**src/rtl/frg_pkg.sv**
```systemverilog
package frg_pkg;

    localparam int ADDR_W    = 16;
    localparam int ID_W      = 4;
    localparam int SIZE_W    = 2;
    localparam int MIN_SHIFT = 12;
    localparam int SLOTS     = 2;
    localparam int IDX_W     = $clog2(SLOTS);

    typedef struct packed {
        logic              en;
        logic              lock;
        logic [ADDR_W-1:0] base;
        logic [SIZE_W-1:0] size;
        logic [ID_W-1:0]   owner;
    } range_t;

    function automatic logic [ADDR_W:0] span(input logic [SIZE_W-1:0] code);
        logic [ADDR_W:0] one;
        one = {{ADDR_W{1'b0}}, 1'b1};
        return one << (MIN_SHIFT + int'(code));
    endfunction

    function automatic logic [ADDR_W:0] range_end(input logic [ADDR_W-1:0] base,
                                                  input logic [SIZE_W-1:0] code);
        return {1'b0, base} + span(code);
    endfunction

    function automatic logic is_aligned(input logic [ADDR_W-1:0] base,
                                        input logic [SIZE_W-1:0] code);
        logic [ADDR_W:0] mask;
        mask = span(code) - 1'b1;
        return ({1'b0, base} & mask) == '0;
    endfunction

    function automatic logic windows_meet(input logic [ADDR_W-1:0] base_a,
                                          input logic [SIZE_W-1:0] code_a,
                                          input logic [ADDR_W-1:0] base_b,
                                          input logic [SIZE_W-1:0] code_b);
        return ({1'b0, base_a} < range_end(base_b, code_b)) &&
               ({1'b0, base_b} < range_end(base_a, code_a));
    endfunction

endpackage

```
**src/rtl/frg_range_slot.sv**
```systemverilog
module frg_range_slot
    import frg_pkg::*;
(
    input  logic   clk,
    input  logic   rst_n,
    input  logic   load,
    input  range_t load_val,
    output range_t slot_q
);

    range_t slot_d;

    always_comb begin
        slot_d = slot_q;
        if (load) begin
            slot_d = load_val;
        end
    end

    always_ff @(posedge clk or negedge rst_n) begin
        if (!rst_n) begin
            slot_q <= '0;
        end else begin
            slot_q <= slot_d;
        end
    end

    // a locked slot never changes until reset
    a_r8_lock_hold: assert property (@(posedge clk) disable iff (!rst_n)
        $past(slot_q.lock) |-> $stable(slot_q));

    // a stored base is always aligned to its own length
    a_r6_base_aligned: assert property (@(posedge clk) disable iff (!rst_n)
        is_aligned(slot_q.base, slot_q.size));

endmodule

```
**src/rtl/frg_cfg_check.sv**
```systemverilog
module frg_cfg_check
    import frg_pkg::*;
(
    input  logic                  cfg_we,
    input  logic [IDX_W-1:0]      cfg_sel,
    input  range_t                cand,
    input  range_t [SLOTS-1:0]    slots,
    output logic   [SLOTS-1:0]    load,
    output logic                  set_align,
    output logic                  set_overlap
);

    logic       active;
    logic       misaligned;
    logic       collides;
    range_t     other;

    always_comb begin
        other      = slots[~cfg_sel];
        active     = cfg_we && !slots[cfg_sel].lock;
        misaligned = !is_aligned(cand.base, cand.size);
        collides   = cand.en && other.en &&
                     windows_meet(cand.base, cand.size, other.base, other.size);
        set_align   = active && misaligned;
        set_overlap = active && !misaligned && collides;
    end

    for (genvar gi = 0; gi < SLOTS; gi++) begin : g_load
        assign load[gi] = active && (cfg_sel == IDX_W'(gi)) && !misaligned && !collides;
    end

endmodule

```
**src/rtl/frg_decide.sv**
```systemverilog
module frg_decide
    import frg_pkg::*;
(
    input  logic [ADDR_W-1:0]  addr,
    input  logic [ID_W-1:0]    id,
    input  range_t [SLOTS-1:0] slots,
    output logic [SLOTS-1:0]   match,
    output logic               hit,
    output logic [IDX_W-1:0]   idx,
    output logic               allow
);

    for (genvar gi = 0; gi < SLOTS; gi++) begin : g_match
        assign match[gi] = slots[gi].en &&
                           ({1'b0, addr} >= {1'b0, slots[gi].base}) &&
                           ({1'b0, addr} <  range_end(slots[gi].base, slots[gi].size));
    end

    always_comb begin
        hit   = 1'b0;
        idx   = '0;
        allow = 1'b1;
        for (int i = SLOTS - 1; i >= 0; i--) begin
            if (match[i]) begin
                hit   = 1'b1;
                idx   = IDX_W'(i);
                allow = (id == slots[i].owner);
            end
        end
    end

endmodule

```
**src/rtl/fabric_range_guard.sv**
```systemverilog
module fabric_range_guard
    import frg_pkg::*;
(
    input  logic              clk,
    input  logic              rst_n,
    input  logic              cfg_we,
    input  logic              cfg_sel,
    input  logic [15:0]       cfg_base,
    input  logic [1:0]        cfg_size,
    input  logic [3:0]        cfg_owner,
    input  logic              cfg_en,
    input  logic              cfg_lock,
    input  logic              tx_valid,
    input  logic [15:0]       tx_addr,
    input  logic [3:0]        tx_id,
    input  logic              tx_write,
    output logic              rsp_valid,
    output logic              rsp_allow,
    output logic              rsp_hit,
    output logic              rsp_idx,
    output logic              rsp_write,
    output logic              cfg_err_align,
    output logic              cfg_err_overlap
);

    typedef struct packed {
        logic             valid;
        logic             allow;
        logic             hit;
        logic [IDX_W-1:0] idx;
        logic             write;
        logic             err_align;
        logic             err_overlap;
    } state_t;

    state_t             st_d, st_q;
    range_t [SLOTS-1:0] slot_q;
    range_t             cand;
    logic   [SLOTS-1:0] load;
    logic   [SLOTS-1:0] match;
    logic               set_align, set_overlap;
    logic               dec_hit, dec_allow;
    logic   [IDX_W-1:0] dec_idx;

    assign cand = '{en: cfg_en, lock: cfg_lock, base: cfg_base,
                    size: cfg_size, owner: cfg_owner};

    frg_cfg_check u_cfg (
        .cfg_we      (cfg_we),
        .cfg_sel     (cfg_sel),
        .cand        (cand),
        .slots       (slot_q),
        .load        (load),
        .set_align   (set_align),
        .set_overlap (set_overlap)
    );

    for (genvar gi = 0; gi < SLOTS; gi++) begin : g_slot
        frg_range_slot u_slot (
            .clk      (clk),
            .rst_n    (rst_n),
            .load     (load[gi]),
            .load_val (cand),
            .slot_q   (slot_q[gi])
        );
    end

    frg_decide u_dec (
        .addr  (tx_addr),
        .id    (tx_id),
        .slots (slot_q),
        .match (match),
        .hit   (dec_hit),
        .idx   (dec_idx),
        .allow (dec_allow)
    );

    always_comb begin
        st_d             = '0;
        st_d.valid       = tx_valid;
        st_d.allow       = tx_valid && dec_allow;
        st_d.hit         = tx_valid && dec_hit;
        st_d.idx         = tx_valid ? dec_idx : '0;
        st_d.write       = tx_valid && tx_write;
        st_d.err_align   = st_q.err_align   || set_align;
        st_d.err_overlap = st_q.err_overlap || set_overlap;
    end

    always_ff @(posedge clk or negedge rst_n) begin
        if (!rst_n) begin
            st_q <= '0;
        end else begin
            st_q <= st_d;
        end
    end

    assign rsp_valid       = st_q.valid;
    assign rsp_allow       = st_q.allow;
    assign rsp_hit         = st_q.hit;
    assign rsp_idx         = st_q.idx;
    assign rsp_write       = st_q.write;
    assign cfg_err_align   = st_q.err_align;
    assign cfg_err_overlap = st_q.err_overlap;

    // the two enabled windows never share an address
    a_r7_no_overlap: assert property (@(posedge clk) disable iff (!rst_n)
        !(slot_q[0].en && slot_q[1].en &&
          windows_meet(slot_q[0].base, slot_q[0].size, slot_q[1].base, slot_q[1].size)));

    // at most one window claims an address
    a_r4_single_match: assert property (@(posedge clk) disable iff (!rst_n)
        $onehot0(match));

    // an unclaimed answer is always an allow
    a_r5_open_allow: assert property (@(posedge clk) disable iff (!rst_n)
        (rsp_valid && !rsp_hit) |-> rsp_allow);

    // answer follows the request by one cycle, quiet otherwise
    a_r3_one_cycle: assert property (@(posedge clk) disable iff (!rst_n)
        tx_valid |=> rsp_valid);
    a_r3_quiet: assert property (@(posedge clk) disable iff (!rst_n)
        !rsp_valid |-> !(rsp_allow || rsp_hit || rsp_idx || rsp_write));

    // error flags are sticky
    a_r6_sticky: assert property (@(posedge clk) disable iff (!rst_n)
        $past(cfg_err_align) |-> cfg_err_align);
    a_r7_sticky: assert property (@(posedge clk) disable iff (!rst_n)
        $past(cfg_err_overlap) |-> cfg_err_overlap);

endmodule

```
**config.mk**
```make
export PLATFORM = sky130hd
export DESIGN_NAME = fabric_range_guard
export DESIGN_NICKNAME = d
export VERILOG_FILES = /design/src/rtl/frg_pkg.sv /design/src/rtl/frg_range_slot.sv /design/src/rtl/frg_cfg_check.sv /design/src/rtl/frg_decide.sv /design/src/rtl/fabric_range_guard.sv
export SDC_FILE = /design/constraint.sdc
export NUM_CORES = 1
export LEC_CHECK = 0
export BUFFER_PORTS_ARGS = -buffer_cell sky130_fd_sc_hd__buf_4
export CORE_MARGIN = 2
export CORE_UTILIZATION = 55
export CTS_CLUSTER_DIAMETER = 150
export DETAILED_ROUTE_END_ITERATION = 7
export GPL_TIMING_DRIVEN = 0
export HOLD_SLACK_MARGIN = 0.05
export MAX_ROUTING_LAYER = met4
export PLACE_DENSITY = 0.82
export SLEW_MARGIN = 20
export SYNTH_ARGS = -nofsm -noshare
export SYNTH_HDL_FRONTEND = slang
export SYNTH_SLANG_ARGS = --single-unit
```
**constraint.sdc**
```tcl
create_clock -name clk -period 4.6 [get_ports clk]
set_clock_uncertainty 0.1 [all_clocks]
set_input_delay 1.15 -clock clk [delete_from_list [all_inputs] [get_ports clk]]
set_output_delay 1.15 -clock clk [all_outputs]
set_load 0.02 [all_outputs]
```
Word level (Yosys, flattened, before mapping)
Index checks and enable logic that the tools add are counted. W data, S select, Z words.

Word-level logic and storage cells: 78. Output and inout port bits: 7. Register bits after elaboration: 55. Input port bits: 50.

Magnitude comparators: 8. $add $sub $neg: 9. Bitwise logic cells: 2. Eq/ne operators: 2. Reduce and logical (&&, ||, !) cells: 26. Shifts and indexed selects: 4. Multiplexer cells: 10.

Operators by type and width (number): $shl A1 B32 Y17 const A (4); $add A16 B17 Y17 (4); $lt A16 B17 Y1 (4); $mux W24 (2); $mux W23 (2); $ge A16 B16 Y1 (2); $add A4 B2 Y5 const A (4); $logic_and A1 B1 Y1 (20); $and A16 B17 Y17 (1); $logic_not A17 Y1 (1); $sub A17 B1 Y17 const B (1); $eq A4 B4 Y1 (2); $mux W1 (6); $lt A1 B2 Y1 const B (2); $logic_not A1 Y1 (3); $logic_or A1 B1 Y1 (2); $not A1 Y1 (1).

Depth between registers and ports, before layout
Gate-level depths: netlist (run 1).

Depth in word-level cells: 11. Mapped depth: 17.

Cells and area by module
Synthesis (run 1) repeated with hierarchy kept, for this count alone.

Cell total of the unflattened synthesis: 497. Area, all modules: 5121.2 um^2.

By module, submodules not included: frg_range_slot (seq. area each 600.6 um^2, area an instance 997.2 um^2, instances 2, cells each 51); frg_decide (seq. area each 0.0 um^2, area an instance 1521.5 um^2, instances 1, cells each 198); frg_cfg_check (seq. area each 0.0 um^2, area an instance 1392.6 um^2, instances 1, cells each 184); fabric_range_guard (seq. area each 175.2 um^2, area an instance 212.7 um^2, instances 1, cells each 13).

Worst setup path before layout (run 1)
OpenSTA, ideal clock, no wires.

Kind: input to register. Start: input cfg_sel. End: register g_slot[0].u_slot.slot_q[0] (netlist name). Slack: -249 ps. Cell stages on the path: 15. Required time: 4375 ps. Arrival: 4624 ps. Cell sequence: buf_6 clkbuf_1 mux2_2 ha_1 inv_1 fa_1 ha_1 nand3_1 nor3_1 o2bb2ai_1 a2111oi_0 a221oi_1 o311ai_4 buf_6 mux2_4.

Word-level cells in the longest chain between the ends: 10. Elaborated cells between the ends (all ways): 19. Classes of those cells: add/sub (2); order compare (2); shift (1); mux (4); bitwise (1); reduce/logical (9).

RTL lines: from (decl) (RTL line fabric_range_guard.sv:7) `input logic cfg_sel,`; $mux W24 (not written as such) (2 in a row) (RTL line frg_cfg_check.sv:19) `other = slots[~cfg_sel];`; $add A4 B2 Y5 (RTL line frg_pkg.sv:21) `return one << (MIN_SHIFT + int'(code));`; $shl A1 B32 Y17 (RTL line frg_pkg.sv:21); $add A16 B17 Y17 (RTL line frg_pkg.sv:26) `return {1'b0, base} + span(code);`; $lt A16 B17 Y1 (RTL line frg_pkg.sv:40) `return ({1'b0, base_a} < range_end(base_b, code_b)) &&`; $logic_and A1 B1 Y1 (RTL line frg_pkg.sv:40); $logic_and A1 B1 Y1 (RTL line frg_cfg_check.sv:22) `collides = cand.en && other.en &&`; $logic_not A1 Y1 (RTL line frg_cfg_check.sv:29) `assign load[gi] = active && (cfg_sel == IDX_W'(gi)) && !misaligned && !collides;`; $logic_and A1 B1 Y1 * (RTL line frg_cfg_check.sv:29).

Mark *: on every way between the ends. The rest lies on a longest branch, timed or not. The select of a mux whose other input is x is not followed. A chain may end at the register's enable or synchronous reset.

Worst setup path after layout (run 1)
Start: input cfg_sel. End: register g_slot[1].u_slot.slot_q[21] (netlist name).

Word-level cells in the longest chain between the ends: 10. Elaborated cells between the ends (all ways): 18. Classes of those cells: add/sub (2); order compare (2); shift (1); mux (4); reduce/logical (9).

RTL lines (RTL line): $mux W24 (not written as such) (2 in a row) (frg_cfg_check.sv:19); $add A4 B2 Y5 (frg_pkg.sv:21); $shl A1 B32 Y17 (frg_pkg.sv:21); $add A16 B17 Y17 (frg_pkg.sv:26); $lt A16 B17 Y1 (frg_pkg.sv:40); $logic_and A1 B1 Y1 (frg_pkg.sv:40); $logic_and A1 B1 Y1 (frg_cfg_check.sv:22); $logic_not A1 Y1 (frg_cfg_check.sv:29); $logic_and A1 B1 Y1 * (frg_cfg_check.sv:29).

Marked as above.

==> results of run 1 <==
-- worst max-delay path by stage --
| stage | from | endpoint | slack, ns | cells past startpoint |
|---|---|---|---|---|
| floorplan | cfg_sel | g_slot[0].u_slot.slot_q[0]$_DFFE_PN0P_ | 0.009 | 16 |
| global placement | cfg_sel | g_slot[0].u_slot.slot_q[0]$_DFFE_PN0P_ | -0.37 | 15 |
| detailed placement | cfg_sel | g_slot[0].u_slot.slot_q[15]$_DFFE_PN0P_ | -0.54 | 15 |
| CTS | cfg_sel | g_slot[1].u_slot.slot_q[21]$_DFFE_PN0P_ | 0.008 | 15 |
| global route | cfg_sel | g_slot[1].u_slot.slot_q[21]$_DFFE_PN0P_ | 0.01 | 15 |
| finish | cfg_sel | g_slot[1].u_slot.slot_q[21]$_DFFE_PN0P_ | 0.14 | 13 |
-- logic make-up after synthesis --
logic type / after synthesis / share of synthesized area
compound gates: 114 / 0.173
xor+xnor: 17 / 0.0310
fa+ha+maj: 90 / 0.241
buf+inv: 80 / 0.0672
flops: 55 / 0.287
mux: 29 / 0.0794
simple gates: 112 / 0.122
-- state kept, by name, summed over array words and instances (netlist names) --
name,flops
g_slot.u_slot.slot_q,48
cfg_err_align,1
cfg_err_overlap,1
rsp_allow,1
rsp_hit,1
rsp_idx,1
rsp_valid,1
rsp_write,1
-- per-layer routing --
metal  up-vias  wire (um)
met5         -          0
met4         0        329
met3        25        578
met2       119       5960
met1      1933       5090
li1       1871          -
-- final cells by class --
class                           count  area share
Sequential cell                    55       0.247
Clock inverter                      3     0.00404
Timing Repair Buffer               62      0.0841
Buffer                              8      0.0135
Clock buffer                        5      0.0123
Inverter                           72      0.0485
Multi-Input combinational cell    362       0.567
Tap cell                          108      0.0242
-- what timing repair did --
| item | in CTS | in global routing |
|---|---|---|
| gates cloned | 1 | 0 |
| setup buffers | 3 | 3 |
| resized for setup | 7 | 9 |
| pin swaps | 4 | 4 |
| setup endpoints to repair | 38 | 46 |
| endpoints found under the hold margin | 0 | 0 |
-- critical path, delay by kind of cell --
family | cells | cell delay [ns]
AOI/OAI and AO/OA | 4 | 1.11
adders and majority gates | 3 | 0.98
buffers and inverters | 4 | 0.64
muxes | 2 | 0.67
-- cells in the final DEF (no fill, tap or decap), drive strengths merged, types with 5 or more instances in the layout --
master / n
nor3: 6
nor2: 11
o21ai: 16
nand3: 8
dfrtp: 55
a211oi: 5
inv: 73
a21boi: 14
and2: 28
xor2: 14
buf: 65
a2111oi: 6
ha: 86
a21o: 13
a21oi: 31
o21bai: 5
nand2: 31
clkbuf: 10
mux2: 25
nor2b: 9
nand2b: 5
-- cells in the mapped netlist (all sizes together) (9+ instances only) --
cell	number	share of area
nor2	11	0.0086
inv	72	0.056
nor2b	9	0.012
a21boi	14	0.022
xor2	14	0.026
o21ai	16	0.017
mux2	25	0.071
dfrtp	55	0.29
nand2	31	0.024
ha	86	0.22
and2	28	0.036
a21o	13	0.020
a21oi	31	0.032
-- stage by stage --
stage	cell area (um^2)	util	setup TNS (ns)	std cells	hold WS [ns]
3_5_place_dp	5380	0.626	-21.42	660	0.365
3_3_place_gp	5380	0.626	-12.72	660	0.355
5_1_grt	5580	0.649	0	675	0.405
2_1_floorplan	4830	-	0	497	0.342
4_1_cts	5510	0.642	0	672	0.390
6_report	5580	0.649	0	675	0.383
-- report_power, final --
part / total (mW) / switching (mW) / internal, mW
registers: 0.485 / 0.000667 / 0.485
clock network: 0.279 / 0.170 / 0.110
logic: 0.187 / 0.103 / 0.0839
==> metrics.cfg, run 1 <==
[run_status]
outcome=finished, final reports clean

[power]
p_leak_nw=2.91
power_density_mw_per_mm2=171
max-vdd-ir-drop_mv=0.126
finalPower_uw=952

[critical_path]
arrival_ns=4.56
crit_chain=buf_6, clkbuf_8, mux2_2, ha_1, inv_1, fa_1, ha_1, a21o_1, a2111oi_4, a221oi_4, o311ai_4, buf_6, mux2_4
critPathKind=in -> reg
endpoint_kind=register
crit_required_ns=4.70
reg2reg_depth=15
regToRegStartpoint=g_slot[0].u_slot.slot_q[4]$_DFFE_PN0P_
r2r_slack_ns=0.69
worst-path-max-fanout=10
cpPeakStageDelay_ns=0.45
start_kind=input port
reg2reg_to=g_slot[1].u_slot.slot_q[21]$_DFFE_PN0P_
slowest_stage=fa_1

[grt]
grt_pass1_vias=4165
use_met1=0.325
grtUsageMet2=0.447
busiest_layer=met2
overflow=0
track_usage=0.263
grt_pass1_wl_um=19700
use_met3=0.0353
antenna_found_initial=0
grt_max_degree=56

[sta]
fmax_mhz=224
rsz0062_at_grt=no
min_period_over_period=0.969
setup_violations=0
finalMaxSlewViolations=0
worst_slack_ns=0.144
slew-limit-headroom=0.472
finalHoldViolCount=0
worst_slew_pin_slew_ns=0.785
period_minus_slack_ns=4.46

[die]
die_area_mm2=0.00950
coreArea_mm2=0.00859
die_w_um=97.5
die_h_um=97.5
fp-row-count=34
initial_core_util=0.559
ioPinCount=57

[finish]
multi_input_area_mm2=0.00316
diodes=0
area_delta_synth_final_pct=16.1
fill_cells=677
register_area_mm2=0.00138
nets=706
final_layout_size_suffix_gt1_frac=0.199

[detailed_routing]
routedWlPerCell_um=17.7
drtAntennaViolNets=0
first_iter_violations=189
drc=0
drt-vias-per-instance=5.85
wirelength_um=12000
firstDrtPassIters=5
vias=3948

[min_path]
min_to=cfg_err_overlap$_DFF_PN0_
holdPathStages=1
hold_start=cfg_err_overlap$_DFF_PN0_
hold_class=reg -> reg

[clock_network]
clock_latency_ns=0.32
htreeDepth=2
cts-buffers-inserted=5
clkTransAtPathRegs_ns=0.11
cts_sinks=55
cts-root-buf=clkbuf_8
tritoncts=done
clk_path_buf_depth=2
hold_buffers=0

[yosys]
avgSynthCellArea_um2=9.66
synth_area_mm2=0.00480
yosysWarnings=0
async_flop_share=1.00
synth_seq_cells=55
synth_edf_count=0
synthDistinctLibCells=48
syn-instance-count=497
ys_seq_area_frac=0.287
synthFlopType=dfrtp_1
synth_nets=637

[placed_design]
io_buffer_count=55
place_congestion=0.887
dp_slack_ns=-0.539
dp_hpwl_um=9390

[flow_run]
drv_cap=0

Note: power is estimated with default switching activity, not from simulation.
==> run 2, diff against run 1 <==
--- a/config.mk
+++ b/config.mk
@@ -5,6 +5,7 @@
 export SDC_FILE = /design/constraint.sdc
 export NUM_CORES = 1
 export LEC_CHECK = 0
+export ABC_AREA = 1
 export BUFFER_PORTS_ARGS = -buffer_cell sky130_fd_sc_hd__buf_4
 export CORE_MARGIN = 2
 export CORE_UTILIZATION = 55
==> metrics.cfg, run 2 <==
[sta]
finalMaxSlewViolations=0
worst_slew_pin_slew_ns=0.699
finalHoldViolCount=0
period_minus_slack_ns=4.10
fmax_mhz=244
min_period_over_period=0.891
tns_ns=0
setup_violations=0
rsz0062_at_grt=no
hold_ws_ns=0.368
slew-limit-headroom=0.534

[placed_design]
dp_hpwl_um=10500
io_buffer_count=55
place_congestion=0.962

[finish]
area_delta_synth_final_pct=13.1
nets=876
final_cell_mix=138 x nand2_1, 108 x inv_1, 86 x ha_1
final_util=0.646
diodes=0
final_common_cell=nand2_1
final_layout_size_suffix_gt1_frac=0.134
largest_register=g_slot.u_slot.slot_q
fill_cells=764
largest_register_ffs=48

[yosys]
synth_edf_count=0
synthDistinctLibCells=39
async_flop_share=1.00
ys_seq_area_frac=0.274
yosysTopAreaCellShare=0.274
synth_area_leaders=dfrtp_1 27%, ha_1 21%, nand2_1 10%
synthFlopType=dfrtp_1
syn-instance-count=675
synth_nets=815
synthTopCellsByCount=138 x nand2_1, 108 x inv_1, 86 x ha_1, 57 x a21oi_1
synth_area_mm2=0.00503
yosysWarnings=0
synth_top_area_cell=dfrtp_1
avgSynthCellArea_um2=7.45
yosysMostFrequentCell=nand2_1
synth_seq_cells=55

[clock_network]
cts_resized=0
hold_buffers=0
clk_path_buf_depth=2
cts-root-buf=clkbuf_8
clock_latency_ns=0.32
cts_setup_buffers=0
cts-buffers-inserted=5
cts_sinks=55
tritoncts=done
htreeDepth=2
clkTransAtPathRegs_ns=0.10

[min_path]
hold_class=reg -> reg
hold_start=g_slot[1].u_slot.slot_q[22]$_DFFE_PN0P_

[flow_run]
drv_cap=0

[power]
switching_share=0.281
finalPower_mw=1.01
max-vdd-ir-drop_mv=0.212
power_density_mw_per_mm2=177
p_seq_frac=0.481
combPwrFrac=0.184
internal_power_uw=724
p_switching_uw=283
power.share.clock=0.334
p_leak_nw=3.14

[die]
die_h_um=99.6
ioPinCount=57
fp-row-count=34
die_area_mm2=0.00992
die_w_um=99.6
initial_core_util=0.571
coreArea_mm2=0.00881

[grt]
track_usage=0.284
grt_pass1_wl_um=21900
antenna_found_initial=0
grt_pass1_vias=4763
overflow=0
grt_max_degree=56

[detailed_routing]
routedWlPerCell_um=15.3
first_iter_violations=239
drt-vias-per-instance=5.63
wl_met1_um=5690
dr_wl_met2_um=5940
drtAntennaViolNets=0
firstDrtPassIters=5
met3_length_um=773
highest_layer=met4
wirelength_um=12900
drc=0
vias=4754

[critical_path]
critPathKind=in -> reg
crit_chain=buf_6, clkbuf_1, nand2_1, o21ai_0, ha_1, inv_1, fa_1, xor2_1, ha_1, nand2_1, inv_1, nand4_1, nor3_1, nor2_2, nand3_2, buf_6, buf_6, a21oi_2
endpoint_kind=register
arrival_ns=4.20
regToRegStartpoint=g_slot[1].u_slot.slot_q[19]$_DFFE_PN0P_
crit_top_cell=buf_6
worst-path-max-fanout=19
crit_required_ns=4.70
start_kind=input port
slowest_stage=fa_1
cpPeakStageDelay_ns=0.39
crit_start=cfg_sel
r2r_slack_ns=1.16

[run_status]
outcome=finished, final reports clean

-- run 2: cell families (layout without fill, tap and decap cells) --
group,Yosys count,in the layout,synth area share
and+or+nand+nor,274,274,0.237
buffers and inverters,126,188,0.102
AOI/OAI and AO/OA,114,114,0.130
adders and majority gates,90,90,0.230
DFF,55,55,0.274
xor gates and xnor gates,15,15,0.0261
muxes,1,1,0.00199
-- run 2: power by group through the flow --
| stage | registers [mW] | logic [mW] | clock network (mW) |
|---|---|---|---|
| detailed placement | 0.495 | 0.185 | 0 |
| finish | 0.485 | 0.186 | 0.337 |
| CTS | 0.485 | 0.186 | 0.344 |
| floorplan | 0.497 | 0.0951 | 0 |
| global placement | 0.495 | 0.176 | 0 |
| global route | 0.486 | 0.209 | 0.361 |
-- run 2: area by class of cell --
| type | instances | area, um^2 | share of cell area |
|---|---|---|---|
| plain buffers | 14 | 88.8 | 0.0156 |
| well taps | 108 | 135 | 0.0238 |
| repair buffers | 55 | 413 | 0.0726 |
| inverters | 111 | 419 | 0.0737 |
| flip-flops and latches | 55 | 1380 | 0.242 |
| clock buffers | 5 | 68.8 | 0.0121 |
| clock inverters | 3 | 46.3 | 0.00814 |
| multi-input cells | 494 | 3140 | 0.552 |
-- run 2: worst max-delay path, delay by kind of cell --
kind	cells	cell delay, ns
AND/OR/NAND/NOR	6	0.72
buffers and inverters	6	0.99
XOR/XNOR	1	0.18
AO/OA/AOI/OAI	2	0.24
adder cells (fa/ha/maj)	3	0.89
-- run 2: worst paths after layout --
path                                                            to  cells after the start
max in group asynchronous  g_slot[0].u_slot.slot_q[21]$_DFFE_PN0P_                      1
max reg2reg                g_slot[0].u_slot.slot_q[10]$_DFFE_PN0P_                     15
max                        g_slot[0].u_slot.slot_q[10]$_DFFE_PN0P_                     18
min in group asynchronous  g_slot[1].u_slot.slot_q[11]$_DFFE_PN0P_                      1
min reg2reg                g_slot[1].u_slot.slot_q[22]$_DFFE_PN0P_                      2
min                        g_slot[1].u_slot.slot_q[22]$_DFFE_PN0P_                      2
-- run 2: metal layers --
metal  global-route usage  vias to the layer above
met1                0.370                     2208
met3               0.0337                       42
met5                    -                        -
li1                     -                     2330
met2                0.455                      174
met4                0.110                        0
-- run 2: through the flow --
| stage | std cells | instance area [um^2] | setup slack, ns |
|---|---|---|---|
| floorplan | 675 | 5030 | 0.496 |
| global placement | 838 | 5580 | -0.140 |
| detailed placement | 838 | 5580 | -0.242 |
| CTS | 846 | 5690 | 0.0842 |
| global route | 845 | 5690 | 0.148 |
| finish | 845 | 5690 | 0.501 |
